`src/rtl/fseq_pkg.sv`:
```
package fseq_pkg;

    localparam logic [5:0] OP_STOP  = 6'd0;
    localparam logic [5:0] OP_CMD   = 6'd1;
    localparam logic [5:0] OP_ADDR  = 6'd2;
    localparam logic [5:0] OP_DUMMY = 6'd3;
    localparam logic [5:0] OP_MODE  = 6'd4;
    localparam logic [5:0] OP_READ  = 6'd7;
    localparam logic [5:0] OP_WRITE = 6'd8;

    typedef struct packed {
        logic [5:0] op;
        logic [1:0] pad;
        logic [7:0] arg;
    } instr_t;

    typedef enum logic [2:0] {ST_IDLE, ST_LOAD, ST_RUN, ST_HOLD, ST_GAP} state_e;
    typedef enum logic [1:0] {PH_OUT, PH_IDLE, PH_RD, PH_WR} phase_e;

    function automatic instr_t pick_instr(input logic [31:0] w, input logic odd);
        return odd ? w[31:16] : w[15:0];
    endfunction

    // log2 of the number of lines; code 3 falls back to a single line
    function automatic logic [1:0] pad_shift(input logic [1:0] pad);
        return (pad == 2'd3) ? 2'd0 : pad;
    endfunction

    function automatic logic [7:0] clocks_per_byte(input logic [1:0] sh);
        return 8'd8 >> sh;
    endfunction

    function automatic logic [3:0] lane_mask(input logic [1:0] sh);
        case (sh)
            2'd0:    return 4'b0001;
            2'd1:    return 4'b0011;
            default: return 4'b1111;
        endcase
    endfunction

    function automatic logic [3:0] drive_bits(input logic [31:0] sr, input logic [1:0] sh);
        case (sh)
            2'd0:    return {3'b000, sr[31]};
            2'd1:    return {2'b00, sr[31:30]};
            default: return sr[31:28];
        endcase
    endfunction

    function automatic logic [3:0] take_bits(input logic [3:0] pins, input logic [1:0] sh);
        case (sh)
            2'd0:    return {3'b000, pins[1]};
            2'd1:    return {2'b00, pins[1:0]};
            default: return pins;
        endcase
    endfunction

endpackage

```
`src/rtl/fseq_wordmem.sv`:
```
module fseq_wordmem #(
    parameter int DEPTH = 64,
    parameter int AW    = $clog2(DEPTH)
) (
    input  logic          clk,
    input  logic          rst,
    input  logic          we,
    input  logic [AW-1:0] waddr,
    input  logic [31:0]   wdata,
    input  logic [AW-1:0] raddr,
    output logic [31:0]   rdata
);
    logic [31:0] mem [DEPTH];

    always_ff @(posedge clk) begin
        if (rst) begin
            for (int i = 0; i < DEPTH; i++) mem[i] <= '0;
        end else if (we) begin
            mem[waddr] <= wdata;
        end
    end

    assign rdata = mem[raddr];
endmodule

```
`src/rtl/fseq_rxpack.sv`:
```
module fseq_rxpack #(
    parameter int WORDS = 16,
    parameter int AW    = $clog2(WORDS),
    parameter int BW    = AW + 2
) (
    input  logic          clk,
    input  logic          rst,
    input  logic          we,
    input  logic [BW-1:0] bidx,
    input  logic [7:0]    bval,
    input  logic [AW-1:0] ridx,
    output logic [31:0]   rword
);
    logic [31:0] mem [WORDS];

    always_ff @(posedge clk) begin
        if (rst) begin
            for (int i = 0; i < WORDS; i++) mem[i] <= '0;
        end else if (we) begin
            // lane 0 opens a fresh word, so a short tail reads back zero-filled
            if (bidx[1:0] == 2'd0) mem[bidx[BW-1:2]] <= {24'b0, bval};
            else                   mem[bidx[BW-1:2]][8*bidx[1:0] +: 8] <= bval;
        end
    end

    assign rword = mem[ridx];
endmodule

```
`src/rtl/flash_seq_engine.sv`:
```
module flash_seq_engine
    import fseq_pkg::*;
#(
    parameter int SEQS      = 16,
    parameter int SEQ_LEN   = 8,
    parameter int BUF_WORDS = 16,
    parameter int GAP_SCLK  = 2
) (
    input  logic                         clk,
    input  logic                         rst,
    input  logic                         hw_en,
    input  logic [7:0]                   hw_addr,
    input  logic [31:0]                  hw_data,
    input  logic [$clog2(BUF_WORDS)-1:0] rx_idx,
    output logic [31:0]                  rx_word,
    output logic                         busy,
    output logic                         done_flag,
    output logic                         irq,
    output logic                         cs_n,
    output logic                         sclk,
    output logic [3:0]                   io_out,
    output logic [3:0]                   io_oe,
    input  logic [3:0]                   io_in
);
    localparam int TBL_WORDS = SEQS * SEQ_LEN / 2;
    localparam int TBL_AW    = $clog2(TBL_WORDS);
    localparam int SEQ_W     = $clog2(SEQS);
    localparam int PC_W      = $clog2(SEQ_LEN) + 1;
    localparam int BUF_AW    = $clog2(BUF_WORDS);
    localparam int BIDX_W    = BUF_AW + 2;
    localparam int LEN_W     = BIDX_W + 1;
    localparam int GAP_CYC   = 2 * GAP_SCLK;

    state_e              state_q;
    phase_e              kind_q;
    logic                cs_n_q, sclk_q, ph_q, done_q, ie_q;
    logic [31:0]         sr_q, addr_q;
    logic [7:0]          rb_q, cnt_q;
    logic [1:0]          sh_q;
    logic [PC_W-1:0]     pc_q;
    logic [SEQ_W-1:0]    seq_q;
    logic [LEN_W-1:0]    len_q;
    logic [BIDX_W-1:0]   byte_idx_q;

    // host decode
    logic tbl_we, ctl_we, tx_we, trig;
    assign tbl_we = hw_en && (hw_addr[7:6] == 2'd0);
    assign ctl_we = hw_en && (hw_addr[7:6] == 2'd1);
    assign tx_we  = hw_en && (hw_addr[7:6] == 2'd2);
    assign trig   = ctl_we && (hw_addr[1:0] == 2'd0) && (state_q == ST_IDLE);

    // instruction table
    logic [31:0] tbl_rdata;
    instr_t      ins;
    fseq_wordmem #(.DEPTH(TBL_WORDS)) u_table (
        .clk(clk), .rst(rst), .we(tbl_we), .waddr(hw_addr[TBL_AW-1:0]),
        .wdata(hw_data), .raddr({seq_q, pc_q[PC_W-2:1]}), .rdata(tbl_rdata)
    );
    assign ins = pick_instr(tbl_rdata, pc_q[0]);

    // transmit buffer: next byte to send
    logic [BIDX_W-1:0] tx_ptr;
    logic [31:0]       tx_rdata;
    logic [7:0]        tx_byte;
    assign tx_ptr = (state_q == ST_LOAD) ? '0 : BIDX_W'(byte_idx_q + 1'b1);
    fseq_wordmem #(.DEPTH(BUF_WORDS)) u_txbuf (
        .clk(clk), .rst(rst), .we(tx_we), .waddr(hw_addr[BUF_AW-1:0]),
        .wdata(hw_data), .raddr(tx_ptr[BIDX_W-1:2]), .rdata(tx_rdata)
    );
    assign tx_byte = tx_rdata[8*tx_ptr[1:0] +: 8];

    // receive path
    logic [2:0] lanes;
    logic [7:0] rd_next;
    logic       rx_we;
    assign lanes   = 3'd1 << sh_q;
    assign rd_next = (rb_q << lanes) | {4'b0, take_bits(io_in, sh_q)};
    assign rx_we   = (state_q == ST_RUN) && ph_q && (kind_q == PH_RD) && (cnt_q == 8'd1);
    fseq_rxpack #(.WORDS(BUF_WORDS)) u_rxbuf (
        .clk(clk), .rst(rst), .we(rx_we), .bidx(byte_idx_q), .bval(rd_next),
        .ridx(rx_idx), .rword(rx_word)
    );

    // decode helpers for the instruction being loaded
    logic [1:0] ins_sh;
    logic [7:0] ins_cpb, ins_addr_clk;
    logic       more_bytes;
    assign ins_sh       = pad_shift(ins.pad);
    assign ins_cpb      = clocks_per_byte(ins_sh);
    assign ins_addr_clk = ins.arg >> ins_sh;
    assign more_bytes   = (({1'b0, byte_idx_q} + LEN_W'(1)) < len_q);

    always_ff @(posedge clk) begin
        if (rst) begin
            state_q <= ST_IDLE;  kind_q <= PH_OUT;
            cs_n_q <= 1'b1;      sclk_q <= 1'b0;   ph_q <= 1'b0;
            done_q <= 1'b0;      ie_q <= 1'b0;
            sr_q <= '0;          addr_q <= '0;     rb_q <= '0;
            cnt_q <= '0;         sh_q <= '0;       pc_q <= '0;
            seq_q <= '0;         len_q <= '0;      byte_idx_q <= '0;
        end else begin
            if (ctl_we && hw_addr[1:0] == 2'd1 && hw_data[0]) done_q <= 1'b0;
            if (ctl_we && hw_addr[1:0] == 2'd2) ie_q <= hw_data[0];
            if (ctl_we && hw_addr[1:0] == 2'd3) addr_q <= hw_data;
            case (state_q)
                ST_IDLE: if (trig) begin
                    seq_q   <= hw_data[24 +: SEQ_W];
                    len_q   <= hw_data[LEN_W-1:0];
                    pc_q    <= '0;
                    cs_n_q  <= 1'b0;
                    state_q <= ST_LOAD;
                end
                ST_LOAD: begin
                    byte_idx_q <= '0;
                    rb_q       <= '0;
                    sh_q       <= ins_sh;
                    if (pc_q == PC_W'(SEQ_LEN) || ins.op == OP_STOP) begin
                        cnt_q   <= 8'd2;
                        state_q <= ST_HOLD;
                    end else begin
                        case (ins.op)
                            OP_CMD, OP_MODE: begin
                                sr_q <= {ins.arg, 24'b0}; cnt_q <= ins_cpb;
                                kind_q <= PH_OUT; state_q <= ST_RUN;
                            end
                            OP_ADDR: if (ins_addr_clk != 8'd0) begin
                                sr_q <= addr_q << (7'd32 - {1'b0, ins.arg[5:0]});
                                cnt_q <= ins_addr_clk; kind_q <= PH_OUT; state_q <= ST_RUN;
                            end else pc_q <= pc_q + 1'b1;
                            OP_DUMMY: if (ins.arg != 8'd0) begin
                                cnt_q <= ins.arg; kind_q <= PH_IDLE; state_q <= ST_RUN;
                            end else pc_q <= pc_q + 1'b1;
                            OP_READ: if (len_q != '0) begin
                                cnt_q <= ins_cpb; kind_q <= PH_RD; state_q <= ST_RUN;
                            end else pc_q <= pc_q + 1'b1;
                            OP_WRITE: if (len_q != '0) begin
                                sr_q <= {tx_byte, 24'b0}; cnt_q <= ins_cpb;
                                kind_q <= PH_WR; state_q <= ST_RUN;
                            end else pc_q <= pc_q + 1'b1;
                            default: pc_q <= pc_q + 1'b1;
                        endcase
                    end
                end
                ST_RUN: begin
                    if (!ph_q) begin
                        sclk_q <= 1'b1;
                        ph_q   <= 1'b1;
                    end else begin
                        sclk_q <= 1'b0;
                        ph_q   <= 1'b0;
                        sr_q   <= sr_q << lanes;
                        rb_q   <= rd_next;
                        if (cnt_q != 8'd1) begin
                            cnt_q <= cnt_q - 8'd1;
                        end else if ((kind_q == PH_RD || kind_q == PH_WR) && more_bytes) begin
                            byte_idx_q <= byte_idx_q + 1'b1;
                            cnt_q      <= clocks_per_byte(sh_q);
                            if (kind_q == PH_WR) sr_q <= {tx_byte, 24'b0};
                        end else begin
                            pc_q    <= pc_q + 1'b1;
                            state_q <= ST_LOAD;
                        end
                    end
                end
                ST_HOLD: begin
                    if (cnt_q == 8'd1) begin
                        cs_n_q  <= 1'b1;
                        cnt_q   <= 8'(GAP_CYC);
                        state_q <= ST_GAP;
                    end else cnt_q <= cnt_q - 8'd1;
                end
                ST_GAP: begin
                    if (cnt_q == 8'd1) begin
                        state_q <= ST_IDLE;
                        done_q  <= 1'b1;
                    end else cnt_q <= cnt_q - 8'd1;
                end
                default: state_q <= ST_IDLE;
            endcase
        end
    end

    logic driving;
    assign driving   = (state_q == ST_RUN) && (kind_q == PH_OUT || kind_q == PH_WR);
    assign io_oe     = driving ? lane_mask(sh_q) : 4'b0;
    assign io_out    = driving ? drive_bits(sr_q, sh_q) : 4'b0;
    assign cs_n      = cs_n_q;
    assign sclk      = sclk_q;
    assign busy      = (state_q != ST_IDLE);
    assign done_flag = done_q;
    assign irq       = done_q && ie_q;
endmodule

```
`config.mk`:
```
export PLATFORM = sky130hd
export DESIGN_NAME = flash_seq_engine
export DESIGN_NICKNAME = d
export VERILOG_FILES = /design/src/rtl/fseq_pkg.sv /design/src/rtl/fseq_wordmem.sv /design/src/rtl/fseq_rxpack.sv /design/src/rtl/flash_seq_engine.sv
export SDC_FILE = /design/constraint.sdc
export NUM_CORES = 2
export LEC_CHECK = 0
export ABC_AREA = 1
export CAP_MARGIN = 20
export CORE_ASPECT_RATIO = 0.8
export CORE_MARGIN = 1
export CORE_UTILIZATION = 45
export CTS_BUF_LIST = sky130_fd_sc_hd__clkbuf_4 sky130_fd_sc_hd__clkbuf_8 sky130_fd_sc_hd__clkbuf_16
export CTS_CLUSTER_DIAMETER = 60
export DETAILED_ROUTE_END_ITERATION = 6
export DONT_BUFFER_PORTS = 1
export PLACE_DENSITY = 0.63
export RECOVER_POWER = 25
export SLEW_MARGIN = 20
export SYNTH_ARGS = -nofsm -noshare
export SYNTH_HDL_FRONTEND = slang
export SYNTH_SLANG_ARGS = --single-unit
export TNS_END_PERCENT = 5
```
`constraint.sdc`:
```
create_clock -name clk -period 9.1 [get_ports clk]
set_input_delay 0.91 -clock clk [delete_from_list [all_inputs] [get_ports clk]]
set_output_delay 0.91 -clock clk [all_outputs]
set_load 0.005 [all_outputs]
```
Word level (Yosys, flattened, before mapping) --
Memories as Yosys holds them, arrays and structs flattened. Index checks and enable logic that the tools add are counted. W data, S select, Z words.
Word-level totals: flip-flop bits (word level) 112, latch bits 0, memory bits (writable) 3072, ROM bits 0, output and inout port bits 45, logic and storage cells 289, memories kept 3
Memories:
- u_table.mem | words 64, bits a word 32, read ports 1, clocked after Yosys merged registers in 0, write ports 64, RTL line fseq_wordmem.sv:13 | logic [31:0] mem [DEPTH];
- u_rxbuf.mem | words 16, bits a word 32, read ports 1, clocked after Yosys merged registers in 0, write ports 16, RTL line fseq_rxpack.sv:14 | logic [31:0] mem [WORDS];
- u_txbuf.mem | words 16, bits a word 32, read ports 1, clocked after Yosys merged registers in 0, write ports 16, RTL line fseq_wordmem.sv:13
Operators by class: $add $sub $neg 6, $mul 0, divide/modulo/power cells 0, $lt $le $gt $ge 1, equal/unequal tests 47, shift operators 10, mux-type cells 125, bitwise operators 34, reduce and logical (&&, ||, !) cells 48
Operators by type and width (number):
- $mux W32 | 12
- $pmux W32 S3 | 1
- $reduce_or A32 Y1 | 3
- $mux W8 | 10
- $pmux W32 S2 | 1
- $pmux W8 S4 | 2
- $mux W1 | 55
- $mux W4 | 12
- $neg A5 Y34 | 1
- $shift A8 B34 Y32 const A | 1
- $shiftx A8 B34 Y32 | 1
- $or A1 B1 Y1 | 32
- $shiftx A32 B6 Y8 | 1
- $shl A32 B3 Y32 | 1
- $shl A32 B7 Y32 | 1
- $mux W3 | 10
- $mux W6 | 5
- $ne A2 B2 Y1 const B | 14
- $pmux W4 S2 | 3
- $reduce_and A10 Y1 | 2
- $ne A3 B3 Y1 const B | 6
- $mux W16 | 1
- $pmux W4 S4 | 1
- $pmux W8 S2 | 1
- other kinds (53) | 94

Longest topological paths before layout --
word-level depth 10, gate-level depth with buffers 32

Modules after synthesis --
From an unflattened synthesis, not the netlist that was laid out.
Unflattened totals: cells, all modules 16376, area, all modules 150176.5 µm²
By module, submodules not included:
- fseq_wordmem at u_table | times used 1, cells an instance 9294, area each 91327.6 µm², sequential area each 61499.0 µm²
- fseq_rxpack | times used 1, cells an instance 2853, area each 25079.1 µm², sequential area each 15374.7 µm²
- fseq_wordmem at u_txbuf | times used 1, cells an instance 2733, area each 24677.4 µm², sequential area each 15374.7 µm²
- flash_seq_engine | times used 1, cells an instance 1496, area each 9092.5 µm², sequential area each 2242.2 µm²

Least setup slack after synthesis --
OpenSTA, ideal clock, no wires.
kind register to register, start register pc_q[1], end register sr_q[7], library setup time 0.109 ns, arrival 4.135 ns, path slack 4.856 ns, stages on the path, launching flop included 33, path buffers 10, path through dfxtp_1 -> buf_6 -> buf_6 -> buf_6 -> buf_6 -> buf_2 -> buf_2 -> buf_2 -> buf_1 -> o21ai_0 -> o22ai_1 -> nor2_1 -> o22ai_1 -> nor2_1 -> o211ai_1 -> o21ai_0 -> inv_1 -> ha_1 -> buf_2 -> nand2_1 -> o21ai_1 -> nand2_1 -> o21ai_1 -> nand2_1 -> nor2_1 -> nand3_1 -> nand2_1 -> nand2_2 -> nand2_4 -> buf_6 -> a21oi_1 -> nand2_1 -> inv_1
Between the ends: cells in the longest elaborated chain, start to end 8, elaborated cells on any way between the ends 25, classes of those cells add/sub: 1; eq/ne: 10; shift: 2; mux: 6; reduce/logical: 5; memory: 1
Ends and longest elaborated chain:
- from (decl) | RTL line flash_seq_engine.sv:40 | logic [PC_W-1:0] pc_q;
- from (signal assigned) | RTL line flash_seq_engine.sv:129 | end else pc_q <= pc_q + 1'b1;
- from (signal assigned) | RTL line flash_seq_engine.sv:132 | end else pc_q <= pc_q + 1'b1;
- from (signal assigned) | RTL line flash_seq_engine.sv:135 | end else pc_q <= pc_q + 1'b1;
- $mem_v2 Z64 W32 (*)
- $mux W16 (*) | RTL line fseq_pkg.sv:21 | return odd ? w[31:16] : w[15:0];
- $eq A2 B2 Y1 | RTL line fseq_pkg.sv:26 | return (pad == 2'd3) ? 2'd0 : pad;
- $mux W2 (*) | RTL line fseq_pkg.sv:26
- net ins_sh[0] | RTL line flash_seq_engine.sv:85 | logic [1:0] ins_sh;
- $shr A8 B2 Y8 (*) | RTL line flash_seq_engine.sv:90 | assign ins_addr_clk = ins.arg >> ins_sh;
- $reduce_bool A8 Y1 (*) | RTL line flash_seq_engine.sv:126 | OP_ADDR: if (ins_addr_clk != 8'd0) begin
- $ne A3 B3 Y1 (no source line) (*)
- $reduce_and A6 Y1 (no source line) (*)
- to (signal assigned) | RTL line flash_seq_engine.sv:123 | sr_q <= {ins.arg, 24'b0}; cnt_q <= ins_cpb;
- to (signal assigned) | RTL line flash_seq_engine.sv:127 | sr_q <= addr_q << (7'd32 - {1'b0, ins.arg[5:0]});
- to (signal assigned) | RTL line flash_seq_engine.sv:137 | sr_q <= {tx_byte, 24'b0}; cnt_q <= ins_cpb;
- to (decl) | RTL line flash_seq_engine.sv:37 | logic [31:0] sr_q, addr_q;
Mark *: on every way through the listed nets, which the timed path passes. The rest lies on a longest branch. The select of a mux whose other input is x is not followed. A chain may end at the register's enable or synchronous reset.

==> flow_summary.ini <==
[clock_tree]
cts_setup_buffers = 0
root_buffer = clkbuf_16
cts.clk_slew.worst_paths_ns = 0.06
cts.htree.levels = 5
cts_tree = done
hold_buffers = 0
clkSinkCount = 3184
cts.repair.resized = 0
clk_latency_ns = 0.90
cts_made_buffers = 330
clockBufferDepth = 4

[sta]
fin_crit_sh_pct = 92.1
worstMarginPinSlew_ns = 3.28
setup_viol = 0
rsz0062_at_grt = no
relSlewSlack_pct = -119
setup_tns_ns = 0
hold_viol_final = 0
drv_slew = 2179
max_freq_ghz = 0.119
clock_skew_ns = 0.0697
layout_min_cycle_time_ns = 8.38

[logic_synthesis]
syn_avg_cell_area_um2 = 9.99
synth-seq-area-share_pct = 65.3
synth_cells = 14488
synthesis.nets = 14562
synth_edf_count = 3072
ys_warn_count = 0
yosys-top-cells-count = nor2_1, edfxtp_1, nand2_1
synth.distinct_cells = 53
synth_most_common_cell = nor2_1
ys_seq_elements = 3184
syn_area_um2 = 145000
async_flop_share_pct = 0
synth_top_cell_area_share_pct = 63.8
synthTopCellsByArea = edfxtp_1, nor2_1, nand3_1, nand2_1, o21ai_0
yosys.area.top_type = edfxtp_1
ys.flop_type = edfxtp_1

[setup_path]
cp.required_ns = 9.66
r2r_start = pc_q[1]
r2r_end = sr_q[30]
worstSetupStartpointType = input pin
worstSetupStartpoint = rst
path_class = input pin to register
path_buf_inv = 5
crit_chain = clkinvlp_2 > nand4_1 > clkbuf_1 > nor4_1 > buf_4 > nand2_1 > clkbuf_1 > nand2_1 > buf_4
cp_max_fo = 39
r2r_cells = 22
cp_slowest_cell = clkinvlp_2
regToRegSetupSlack_ns = 1.59
critPathTopFamily = buffers and inverters
critical_path_arrival_ns = 8.94
critical_path.max_stage_delay_ns = 2.22
end_kind = register

[place]
place.gp.congestion = 0.985
io_buffers = 0
hpwl_mm = 268

[power_and_ir_drop]
p_int_w = 0.0259
vdd_drop_max_mv = 0.187
power_density_nw_per_um2 = 234
pwr-share-comb_pct = 17.5
pwr-share-clk_pct = 36.4
power.switching_w = 0.0110
p_leak_nw = 57.0
switching_share_pct = 29.9
seqPwrFrac_pct = 46.1

[floorplan]
die_x_um = 636
io_pins = 96
die_area_um2 = 324000
die_h_um = 509
row_count = 185
core_area_um2 = 319000
initial_utilization_pct = 45.4

[min_path]
hold_path_class = input pin to register
min_from = rst
whs_endpoint = byte_idx_q[5]
hold-path-cell-count = 1

[route]
wire_per_inst_um = 25.7
viasPerCell = 6.01
via_count = 110055
drt-total-wl_mm = 470
firstDrtPassIters = 7
remaining_drc_errors = 0
detail-route-antenna-nets = 0
drt_iter0_markers = 15862

[finish]
syn2layout_area_growth_pct = 8.93
drive_above_1_share_pct = 6.10
nNetsFinal = 13908
fin_util_pct = 49.4

[global_routing]
grt-ovfl-total = 0
grt_pass1_wl_mm = 682
grt_pass1_vias = 100366
grt_max_degree = 385
antenna_found_initial = 7
track_usage_pct = 28.0

[run_status]
status = complete, but fails checks
violations = max-capacitance violations, max-slew violations

[job]
cap_viol_max_count = 63
area by class of cell:
type	instances	area (um^2)
multi-input cells	9673	43600
fillers	28653	161000
clock inverters	174	1500
repair buffers	306	2310
flip-flops and latches	3184	94500
clock buffers	410	9010
well taps	4207	5260
inverters	339	1380
diodes	6	15.0
stage by stage:
| step | hold slack (ns) | std cells | instance area [um^2] | power, W | setup slack [ns] |
|---|---|---|---|---|---|
| 2_1_floorplan | 0.443 | 14488 | 145000 | 0.0216 | 4.86 |
| 3_3_place_gp | 0.450 | 17705 | 147000 | 0.0236 | 1.86 |
| 3_5_place_dp | 0.458 | 17708 | 147000 | 0.0236 | 1.94 |
| 4_1_cts | 0.0352 | 18292 | 158000 | 0.0368 | 1.93 |
| 5_1_grt | 0.0643 | 18297 | 158000 | 0.0381 | 0.688 |
| 6_report | 0.101 | 18299 | 158000 | 0.0369 | 0.720 |
layer usage:
metal | GRT usage (%) | wire, um
met5 | 0 | 9
met4 | 10.8 | 19300
met3 | 7.16 | 57300
met2 | 40.5 | 201000
met1 | 40.6 | 193000
power by group through the flow:
stage,Combinational (W),Sequential [W],Clock [W]
finish,0.00646,0.0170,0.0134
CTS,0.00626,0.0170,0.0135
detailed placement,0.00625,0.0173,0
floorplan,0.00434,0.0173,0
global route,0.00692,0.0171,0.0140
global placement,0.00625,0.0173,0
flip-flops by register name (all words and copies together), names as in the netlist:
signal       count
done_flag        1
sh_q             2
addr_q          32
cs_n             1
u_table.mem   2048
state_q          3
pc_q             4
byte_idx_q       6
ie_q             1
rb_q             8
ph_q             1
u_txbuf.mem    512
sr_q            32
cnt_q            8
u_rxbuf.mem    512
kind_q           2
len_q            7
seq_q            4
worst max-delay path by stage:
stage	to	slack [ns]	cells after the start
floorplan	sr_q[7]	4.86	32
global placement	sr_q[29]	1.86	23
detailed placement	sr_q[30]	1.94	22
CTS	sr_q[30]	1.93	22
global route	u_table.mem[16][14]	0.69	9
finish	u_table.mem[29][5]	0.72	9
worst reg2reg max path: stages (launching register included):
cell	delay [ns]
dfxtp_4	0.55
inv_8	0.59
buf_4	0.88
o21ai_0	0.22
o22ai_1	0.18
nand2_1	0.07
nand3_1	0.26
nand3_1	0.29
nand3_1	0.15
nand3_1	0.08
nand2_1	0.20
buf_4	0.44
inv_2	0.43
ha_1	1.10
inv_1	0.81
o211ai_1	0.35
nand2_1	0.08
nand3_1	0.08
nand2_1	0.06
o211ai_1	0.25
nand3_1	0.15
nand2_1	0.09
a21oi_1	0.05
logic make-up after synthesis:
kind of cell               share of synthesized area (%)
DFF                                                 65.3
muxes                                              0.886
buffers and inverters                               4.59
xor gates and xnor gates                          0.0597
AOI/OAI and AO/OA                                   7.90
and+or+nand+nor                                     21.1
adders and majority gates                          0.199
cells in the final DEF (no fill, tap or decap), drive strengths merged, types with 8 or more instances in the layout:
cell,count
nor2,3980
edfxtp,3072
nand2,1704
nand3,1672
o21ai,1051
clkbuf,480
o22ai,398
inv,350
a21oi,316
buf,236
o211ai,157
clkinv,131
mux2i,128
dfxtp,112
nor3,85
o31ai,41
o221ai,37
nand4,25
ha,23
bufinv,19
clkinvlp,13
a31oi,8
xor2,8
(Power assumes the default switching activity.)
